[config.mk]
export PLATFORM = sky130hd
export DESIGN_NAME = txtcon_writer
export DESIGN_NICKNAME = d
export VERILOG_FILES = /design/src/rtl/txtcon_pkg.sv /design/src/rtl/txtcon_classify.sv /design/src/rtl/txtcon_bulk.sv /design/src/rtl/txtcon_writer.sv
export SDC_FILE = /design/constraint.sdc
export NUM_CORES = 1
export LEC_CHECK = 0
export BUFFER_PORTS_ARGS = -buffer_cell sky130_fd_sc_hd__buf_4
export CAP_MARGIN = 30
export CORE_MARGIN = 2
export CORE_UTILIZATION = 50
export DETAILED_ROUTE_END_ITERATION = 16
export HOLD_SLACK_MARGIN = 0.06
export MAX_ROUTING_LAYER = met4
export PLACE_DENSITY = 0.73
export SKIP_CTS_REPAIR_TIMING = 1
export SYNTH_ARGS = -nofsm -noshare
export SYNTH_HDL_FRONTEND = slang
export SYNTH_SLANG_ARGS = --single-unit
[constraint.sdc]
create_clock -name clk -period 2.7 [get_ports clk]
set_clock_uncertainty 0.1 [all_clocks]
set_input_delay 0.135 -clock clk [delete_from_list [all_inputs] [get_ports clk]]
set_output_delay 0.135 -clock clk [all_outputs]
set_load 0.05 [all_outputs]
[src/rtl/txtcon_pkg.sv]
package txtcon_pkg;

   typedef enum logic [1:0] {
      K_PRINT = 2'd0,
      K_CR    = 2'd1,
      K_LF    = 2'd2
   } kind_e;

   typedef enum logic [1:0] {
      B_IDLE  = 2'd0,
      B_COPY  = 2'd1,
      B_BLANK = 2'd2,
      B_CLEAR = 2'd3
   } bulk_e;

   localparam logic [7:0] CODE_CR    = 8'h0D;
   localparam logic [7:0] CODE_LF    = 8'h0A;
   localparam logic [7:0] CODE_SPACE = 8'h20;

endpackage

[src/rtl/txtcon_classify.sv]
module txtcon_classify
   import txtcon_pkg::*;
#(
   parameter logic [7:0] FIRST_CODE   = 8'h20,
   parameter logic [7:0] LAST_CODE    = 8'h7E,
   parameter logic [7:0] DEFAULT_CODE = 8'h3F,
   parameter int         SUBST_EN     = 1
) (
   input  logic [7:0] in_byte,
   output kind_e      kind,
   output logic [7:0] glyph
);

   always_comb begin
      if (in_byte == CODE_CR)      kind = K_CR;
      else if (in_byte == CODE_LF) kind = K_LF;
      else                         kind = K_PRINT;
   end

   generate
      if (SUBST_EN != 0) begin : g_subst
         logic out_of_range;
         assign out_of_range = (in_byte < FIRST_CODE) || (in_byte > LAST_CODE);
         assign glyph        = out_of_range ? DEFAULT_CODE : in_byte;
      end else begin : g_pass
         assign glyph = in_byte;
      end
   endgenerate

endmodule

[src/rtl/txtcon_bulk.sv]
module txtcon_bulk
   import txtcon_pkg::*;
#(
   parameter int         COLS       = 80,
   parameter int         ROWS       = 25,
   parameter int         ADDR_W     = 13,
   parameter logic [7:0] ATTR_CLEAR = 8'h1F
) (
   input  logic              clk,
   input  logic              rst_n,
   input  logic              start_copy,
   input  logic              start_clear,
   input  logic [7:0]        rdata,
   output logic              busy,
   output logic              last,
   output logic              re,
   output logic [ADDR_W-1:0] raddr,
   output logic              we,
   output logic [ADDR_W-1:0] waddr,
   output logic [7:0]        wdata
);

   localparam int STRIDE       = 2 * COLS;
   localparam int COPY_BYTES   = (ROWS - 1) * STRIDE;
   localparam int SCREEN_BYTES = ROWS * STRIDE;

   bulk_e             st;
   logic [ADDR_W-1:0] cnt;
   logic              v1;
   logic [ADDR_W-1:0] a1;
   logic              rd_act;

   assign rd_act = (st == B_COPY) && (cnt < ADDR_W'(COPY_BYTES));

   always_ff @(posedge clk) begin
      if (!rst_n) begin
         st  <= B_IDLE;
         cnt <= '0;
         v1  <= 1'b0;
         a1  <= '0;
      end else begin
         v1 <= rd_act;
         a1 <= cnt;
         case (st)
            B_IDLE: begin
               cnt <= '0;
               if (start_clear)     st <= B_CLEAR;
               else if (start_copy) st <= B_COPY;
            end
            B_COPY: begin
               if (rd_act) cnt <= cnt + ADDR_W'(1);
               if (!rd_act && !v1) begin
                  st  <= B_BLANK;
                  cnt <= '0;
               end
            end
            B_BLANK: begin
               if (cnt == ADDR_W'(COLS - 1)) st <= B_IDLE;
               else                          cnt <= cnt + ADDR_W'(1);
            end
            default: begin
               if (cnt == ADDR_W'(SCREEN_BYTES - 1)) st <= B_IDLE;
               else                                  cnt <= cnt + ADDR_W'(1);
            end
         endcase
      end
   end

   always_comb begin
      re    = rd_act;
      raddr = cnt + ADDR_W'(STRIDE);
      we    = 1'b0;
      waddr = '0;
      wdata = '0;
      case (st)
         B_COPY: begin
            we    = v1;
            waddr = a1;
            wdata = rdata;
         end
         B_BLANK: begin
            we    = 1'b1;
            waddr = ADDR_W'(COPY_BYTES) + {cnt[ADDR_W-2:0], 1'b0};
            wdata = CODE_SPACE;
         end
         B_CLEAR: begin
            we    = 1'b1;
            waddr = cnt;
            wdata = cnt[0] ? ATTR_CLEAR : CODE_SPACE;
         end
         default: ;
      endcase
   end

   assign busy = (st != B_IDLE);
   assign last = ((st == B_BLANK) && (cnt == ADDR_W'(COLS - 1))) ||
                 ((st == B_CLEAR) && (cnt == ADDR_W'(SCREEN_BYTES - 1)));

   assert_copy_order_R11: assert property (@(posedge clk) disable iff (!rst_n)
      (st == B_COPY && v1 && $past(v1)) |-> (waddr == $past(waddr) + ADDR_W'(1)));

   assert_copy_dest_R4: assert property (@(posedge clk) disable iff (!rst_n)
      (st == B_COPY && we) |-> (waddr < ADDR_W'(COPY_BYTES)));

   assert_blank_chars_R5: assert property (@(posedge clk) disable iff (!rst_n)
      (st == B_BLANK) |-> (we && !waddr[0] && waddr >= ADDR_W'(COPY_BYTES)));

   assert_clear_range_R8: assert property (@(posedge clk) disable iff (!rst_n)
      (st == B_CLEAR) |-> (waddr < ADDR_W'(SCREEN_BYTES)));

endmodule

[src/rtl/txtcon_writer.sv]
module txtcon_writer
   import txtcon_pkg::*;
#(
   parameter int         COLS         = 80,
   parameter int         CHAR_H       = 16,
   parameter int         SCAN_LINES   = 400,
   parameter logic [7:0] FIRST_CODE   = 8'h20,
   parameter logic [7:0] LAST_CODE    = 8'h7E,
   parameter logic [7:0] DEFAULT_CODE = 8'h3F,
   parameter logic [7:0] ATTR_CLEAR   = 8'h1F,
   parameter int         SUBST_EN     = 1,
   parameter int         LOAD_W       = 8,
   localparam int        ROWS         = SCAN_LINES / CHAR_H,
   localparam int        STRIDE       = 2 * COLS,
   localparam int        ROW_W        = $clog2(ROWS + 1),
   localparam int        COL_W        = $clog2(COLS + 1),
   localparam int        ADDR_W       = $clog2((ROWS + 1) * STRIDE)
) (
   input  logic              clk,
   input  logic              rst_n,
   input  logic              in_valid,
   input  logic [7:0]        in_data,
   output logic              in_ready,
   input  logic              clr_req,
   input  logic              load_en,
   input  logic [LOAD_W-1:0] load_row,
   input  logic [LOAD_W-1:0] load_col,
   output logic [ROW_W-1:0]  cur_row,
   output logic [COL_W-1:0]  cur_col,
   output logic              mem_re,
   output logic [ADDR_W-1:0] mem_raddr,
   input  logic [7:0]        mem_rdata,
   output logic              mem_we,
   output logic [ADDR_W-1:0] mem_waddr,
   output logic [7:0]        mem_wdata
);

   initial begin
      if (CHAR_H < 1 || ROWS < 2) $fatal(1, "txtcon_writer: fewer than two text rows");
      if (COLS < 2)               $fatal(1, "txtcon_writer: fewer than two columns");
      if (LOAD_W < ROW_W || LOAD_W < COL_W)
         $fatal(1, "txtcon_writer: load fields narrower than cursor");
   end

   kind_e             kind;
   logic [7:0]        glyph;
   logic [ROW_W-1:0]  row;
   logic [COL_W-1:0]  col;
   logic              busy_q, op_clr, pend;
   logic [7:0]        pend_ch;
   logic              p_we;
   logic [ADDR_W-1:0] p_addr;
   logic [7:0]        p_data;
   logic              b_busy, b_last, b_we;
   logic [ADDR_W-1:0] b_waddr;
   logic [7:0]        b_wdata;
   logic              accept, row_lt_last, at_edge;
   logic              start_clear, start_copy;
   logic [ADDR_W-1:0] row_base, cell_addr, next_base;
   logic [ROW_W-1:0]  row_clamped;
   logic [COL_W-1:0]  col_clamped;

   txtcon_classify #(
      .FIRST_CODE  (FIRST_CODE),
      .LAST_CODE   (LAST_CODE),
      .DEFAULT_CODE(DEFAULT_CODE),
      .SUBST_EN    (SUBST_EN)
   ) classify_i (
      .in_byte(in_data),
      .kind   (kind),
      .glyph  (glyph)
   );

   txtcon_bulk #(
      .COLS      (COLS),
      .ROWS      (ROWS),
      .ADDR_W    (ADDR_W),
      .ATTR_CLEAR(ATTR_CLEAR)
   ) bulk_i (
      .clk        (clk),
      .rst_n      (rst_n),
      .start_copy (start_copy),
      .start_clear(start_clear),
      .rdata      (mem_rdata),
      .busy       (b_busy),
      .last       (b_last),
      .re         (mem_re),
      .raddr      (mem_raddr),
      .we         (b_we),
      .waddr      (b_waddr),
      .wdata      (b_wdata)
   );

   assign in_ready    = !busy_q && !clr_req && !load_en;
   assign accept      = in_valid && in_ready;
   assign row_lt_last = (row < ROW_W'(ROWS - 1));
   assign at_edge     = (col == COL_W'(COLS));
   assign start_clear = !busy_q && clr_req;
   assign start_copy  = accept && !row_lt_last &&
                        ((kind == K_LF) || (kind == K_PRINT && at_edge));

   assign row_base    = ADDR_W'(row) * ADDR_W'(STRIDE);
   assign cell_addr   = row_base + ADDR_W'({col, 1'b0});
   assign next_base   = row_base + ADDR_W'(STRIDE);
   assign row_clamped = (int'(load_row) > ROWS) ? ROW_W'(ROWS) : ROW_W'(load_row);
   assign col_clamped = (int'(load_col) > COLS) ? COL_W'(COLS) : COL_W'(load_col);

   always_ff @(posedge clk) begin
      if (!rst_n) begin
         row     <= '0;
         col     <= '0;
         busy_q  <= 1'b0;
         op_clr  <= 1'b0;
         pend    <= 1'b0;
         pend_ch <= '0;
         p_we    <= 1'b0;
         p_addr  <= '0;
         p_data  <= '0;
      end else begin
         p_we <= 1'b0;
         if (!busy_q) begin
            if (clr_req) begin
               busy_q <= 1'b1;
               op_clr <= 1'b1;
            end else if (load_en) begin
               row <= row_clamped;
               col <= col_clamped;
            end else if (accept) begin
               case (kind)
                  K_CR: col <= '0;
                  K_LF: begin
                     col <= '0;
                     if (row_lt_last) row <= row + ROW_W'(1);
                     else begin
                        busy_q <= 1'b1;
                        op_clr <= 1'b0;
                     end
                  end
                  default: begin
                     if (!at_edge) begin
                        p_we   <= 1'b1;
                        p_addr <= cell_addr;
                        p_data <= glyph;
                        col    <= col + COL_W'(1);
                     end else if (row_lt_last) begin
                        p_we   <= 1'b1;
                        p_addr <= next_base;
                        p_data <= glyph;
                        row    <= row + ROW_W'(1);
                        col    <= COL_W'(1);
                     end else begin
                        col     <= '0;
                        pend    <= 1'b1;
                        pend_ch <= glyph;
                        busy_q  <= 1'b1;
                        op_clr  <= 1'b0;
                     end
                  end
               endcase
            end
         end else if (b_last) begin
            busy_q <= 1'b0;
            if (op_clr) begin
               row <= '0;
               col <= '0;
            end else if (pend) begin
               p_we   <= 1'b1;
               p_addr <= row_base;
               p_data <= pend_ch;
               col    <= COL_W'(1);
               pend   <= 1'b0;
            end
         end
      end
   end

   assign mem_we    = p_we || b_we;
   assign mem_waddr = p_we ? p_addr : b_waddr;
   assign mem_wdata = p_we ? p_data : b_wdata;
   assign cur_row   = row;
   assign cur_col   = col;

   assert_single_writer_R1: assert property (@(posedge clk) disable iff (!rst_n)
      !(p_we && b_we));

   assert_cr_home_R2: assert property (@(posedge clk) disable iff (!rst_n)
      (accept && in_data == CODE_CR) |=> (cur_col == '0 && cur_row == $past(cur_row) && !mem_we));

   assert_lf_step_R3: assert property (@(posedge clk) disable iff (!rst_n)
      (accept && in_data == CODE_LF && row_lt_last) |=>
         (cur_col == '0 && cur_row == $past(cur_row) + ROW_W'(1)));

   assert_glyph_range_R6: assert property (@(posedge clk) disable iff (!rst_n)
      (SUBST_EN != 0 && accept && kind == K_PRINT && !at_edge) |=>
         (mem_we && ((mem_wdata >= FIRST_CODE && mem_wdata <= LAST_CODE) ||
                     mem_wdata == DEFAULT_CODE)));

   assert_col_bound_R7: assert property (@(posedge clk) disable iff (!rst_n)
      cur_col <= COL_W'(COLS));

   assert_clear_home_R8: assert property (@(posedge clk) disable iff (!rst_n)
      ($fell(b_busy) && $past(op_clr)) |-> (cur_row == '0 && cur_col == '0));

   assert_row_bound_R9: assert property (@(posedge clk) disable iff (!rst_n)
      cur_row <= ROW_W'(ROWS));

   assert_busy_hold_R10: assert property (@(posedge clk) disable iff (!rst_n)
      b_busy |-> !in_ready);

endmodule

==> key figures <==
Critical path
  – Worst r2r src: bulk_i.cnt[1]
  – Crit path buffers/inverters: 1
  – Cell Chain, Critical Path: ha_1, nand4_1, o41ai_2, a21oi_2, nor3b_4, buf_4, o21ai_0, o22ai_1
  – Slowest Stage Delay on Critical Path: 0.42 ns
  – Setup Crit Path Kind: reg -> reg
  – FF-to-FF path depth: 8
  – CP Launch Type: register
  – CP endpoint kind: register
  – Critical Path RT: about 2.9 ns
  – Crit Reg-Reg Endpoint: p_data[4]
  – Critical path arrival: between 2 and 3 ns
  – Crit Path Max Fanout: 25
  – Critical-path top delay cell: dfxtp_1
  – Internal reg-to-reg setup slack: ~0.32 ns
  – Cell family with the largest share of critical-path delay: compound AO/OA/AOI/OAI gates

Drt
  – Drt first pass iters: 5
  – Residual DRC: 0
  – Antenna Nets Post-Route: 0
  – Detailed-route wire length per cell: roughly 16 um
  – Via count: about 4.6k
  – Drt via density: roughly 5.7
  – Initial DRC count: about 240
  – Final WL: 12800 um

Synthesis
  – Synthesized cell area: 4620 um^2
  – Post-Synth XOR/XNOR Area: around 5.1%
  – Synth Area in Adders: around 5.5%
  – Seq/Total Area, Yosys: between 30% and 40%
  – Top cells by area, synth: dfxtp_1, nand2_1, nor2_1
  – Top-area cell type share of the netlist area: a little under a third
  – Complex-gate fraction of the synthesized area: about a fifth
  – Multiplexer area fraction after synthesis: about 4.1%
  – Largest family of logic cells by synthesized area: simple AND/OR/NAND/NOR gates
  – Number of synthesized flops with an enable pin: 0
  – Asr flop ratio synth: 0%
  – Synth warn: 0
  – Syn Area/Cell: ~7.5 um^2
  – Cells after synthesis: about 600
  – Simple-gate share of the synthesized area: 26.5%
  – Synth cell count leaders: dfxtp_1, nand2_1, nor2_1
  – Top_reg_cell synth: dfxtp_1
  – Cell variety after synth: between 60 and 70
  – Leading area contributor after synthesis: dfxtp_1
  – #FFs+latches synth: 73
  – Syn_nets: 669

Pwr
  – Pwr Density: roughly 450 nW/um^2
  – Total Power: around 2.6 mW
  – P_int: approximately 1.8 mW
  – Sequential power share: 43.5%
  – Sw power: 0.773 mW
  – LEAKAGE: approximately 2.3 nW
  – Clock group share of total power: between 30% and 40%
  – Sw Ratio: between 30% and 40%
  – Comb power frac: between 20% and 30%
  – Worst vdd ir: roughly 0.22 mV

Cells and area
  – P&R area growth vs syn: 22.7%
  – Fillers: roughly 820
  – Flip-flop and latch area: roughly 1500 um^2
  – Ant. Diodes: 0
  – # nets final: between 700 and 800
  – Layout cells sized above 1: ~21%
  – Multi-input logic area: 2830 um^2

Clocking
  – CTS root buf: clkbuf_8
  – CTS tree: yes
  – Num Clock Sinks: 73
  – Skew-Pair Late Insertion Delay: approximately 0.36 ns
  – CTS max path bufs: 2
  – TritonCTS buffer count: 9
  – CTS H-tree depth: 3
  – CTS clk-pin slew, worst paths: around 0.08 ns

STA
  – Crit share post-route: 88.0%
  – Max transition margin: about half
  – RSZ-0062 raised after global routing: no
  – Final min period: ~2.4 ns
  – Fin Setup TNS: 0 ns
  – Final setup violation count: 0
  – Slew Limit Fails: 0
  – Final hold vios: 0
  – Worst slew pin tran: 0.742 ns
  – Peak Freq: 0.421 GHz

GRT
  – Antenna violations before repair: 0
  – Grt total ovfl: 0
  – Overall Global Routing Usage: 26.3%
  – First-pass GRT wire length: 20600 um
  – Vias in the first global route: between 4k and 5k
  – Largest net degree at the start of global routing: 39

Floorplan
  – Std-Cell Rows: 35
  – Area of the die: ~10000 um^2
  – Die X: ~100 um
  – Initial core utilization: roughly half
  – Core footprint: ~9000 um^2
  – I/O pins: 86
  – Die height: around 100 um

Hold path
  – Hold Path Class: in -> reg
  – WHS Endpoint: pend_ch[5]
  – Hold Path Stages: 3
  – Critical hold path startpoint: in_data[5]

Job
  – Max-cap violations: 0

Outcome
  – Status: finished, final reports clean

Placed design
  – Dpl hpwl: ~9600 um
  – # port buffers: between 80 and 90
  – Routability-driven placement congestion ratio: between 0.9 and 1
placed cells by master, fill, tap and decap left out, drive strengths merged, types with 3 or more instances in the layout:
cell | netlist | routed
or2 | 5 | 5
nand3b | 3 | 3
o21ai | 46 | 46
clkinv | 0 | 4
nand2b | 11 | 11
nand3 | 13 | 13
or4 | 3 | 3
o22ai | 8 | 8
o211a | 3 | 3
nand2 | 73 | 73
xor2 | 6 | 6
xnor2 | 21 | 21
nor3b | 6 | 6
o32ai | 4 | 4
and3 | 9 | 9
nand4 | 8 | 8
inv | 29 | 29
ha | 17 | 17
a21oi | 46 | 46
a211oi | 7 | 7
clkbuf | 32 | 9
a22oi | 7 | 7
a31oi | 3 | 3
nor3 | 13 | 13
a21o | 5 | 5
nor4b | 3 | 3
dfxtp | 73 | 73
o31ai | 3 | 3
nor2b | 7 | 7
or3 | 5 | 5
and2 | 12 | 12
dlygate4sd3 | 0 | 5
nor2 | 71 | 71
buf | 15 | 116
mux2i | 19 | 19
how the worst max path moves through the flow:
stage / start / to / slack, ns / depth (start not counted)
5_1_grt: bulk_i.cnt[1] / p_addr[12] / 0.15 / 8
2_1_floorplan: bulk_i.st[0] / mem_waddr[1] / 0.09 / 6
3_5_place_dp: bulk_i.cnt[1] / cur_col[1] / 0.33 / 7
4_1_cts: bulk_i.cnt[1] / p_data[4] / 0.30 / 8
6_report: bulk_i.cnt[1] / p_data[4] / 0.32 / 8
3_3_place_gp: bulk_i.cnt[5] / cur_col[1] / 0.42 / 6
power groups by stage:
stage	clock (mW)	combinational (mW)	sequential, mW
2_1_floorplan	0	0.316	1.16
3_3_place_gp	0	0.504	1.14
3_5_place_dp	0	0.510	1.14
4_1_cts	0.949	0.512	1.12
5_1_grt	0.995	0.557	1.12
6_report	0.933	0.518	1.12
flip-flops by register name (all words and copies together) (netlist names):
name,count
p_addr,12
bulk_i.st,2
bulk_i.v1,1
busy_q,1
bulk_i.a1,13
op_clr,1
p_we,1
cur_row,5
p_data,8
pend_ch,8
cur_col,7
bulk_i.cnt,13
pend,1
final cells by class:
type	count	share of cell area (%)
clock inverters	6	1.48
multi-input cells	464	50.0
repair buffers	121	16.2
clock buffers	9	2.18
well taps	111	2.45
flip-flops and latches	73	25.8
inverters	29	1.92
worst min-delay path, stage by stage:
cell and delay, ns:
buf_4 0.11, nor3_1 0.05, nor3_1 0.13
cells by family (layout without fill, tap and decap cells):
kind of cell	Yosys count	after routing
simple gates	249	249
compound gates	150	150
buf+inv	76	165
flops	73	73
xor+xnor	27	27
fa+ha+maj	19	19
mux	19	19
metrics by stage:
stage	hold WS, ns	worst slack (ns)	cells	util, %	cell area, um^2
after detailed placement	0.349	0.327	793	59.4	5410
after floorplan	0.208	0.0869	613	-	4620
after global placement	0.340	0.423	793	59.4	5410
after CTS	-0.0223	0.305	808	61.7	5620
after global routing	0.0644	0.150	813	62.3	5670
final	0.00545	0.324	813	62.3	5670
per-layer routing:
metal  global-route usage [%]  vias to the layer above  routed length [um]
met5                        -                        -                   0
met4                     8.22                        0                 172
met3                     4.11                       14                 698
met2                     41.9                      144                6050
met1                     34.6                     2199                5920
li1                         -                     2290                   -
(Power assumes the default switching activity.)
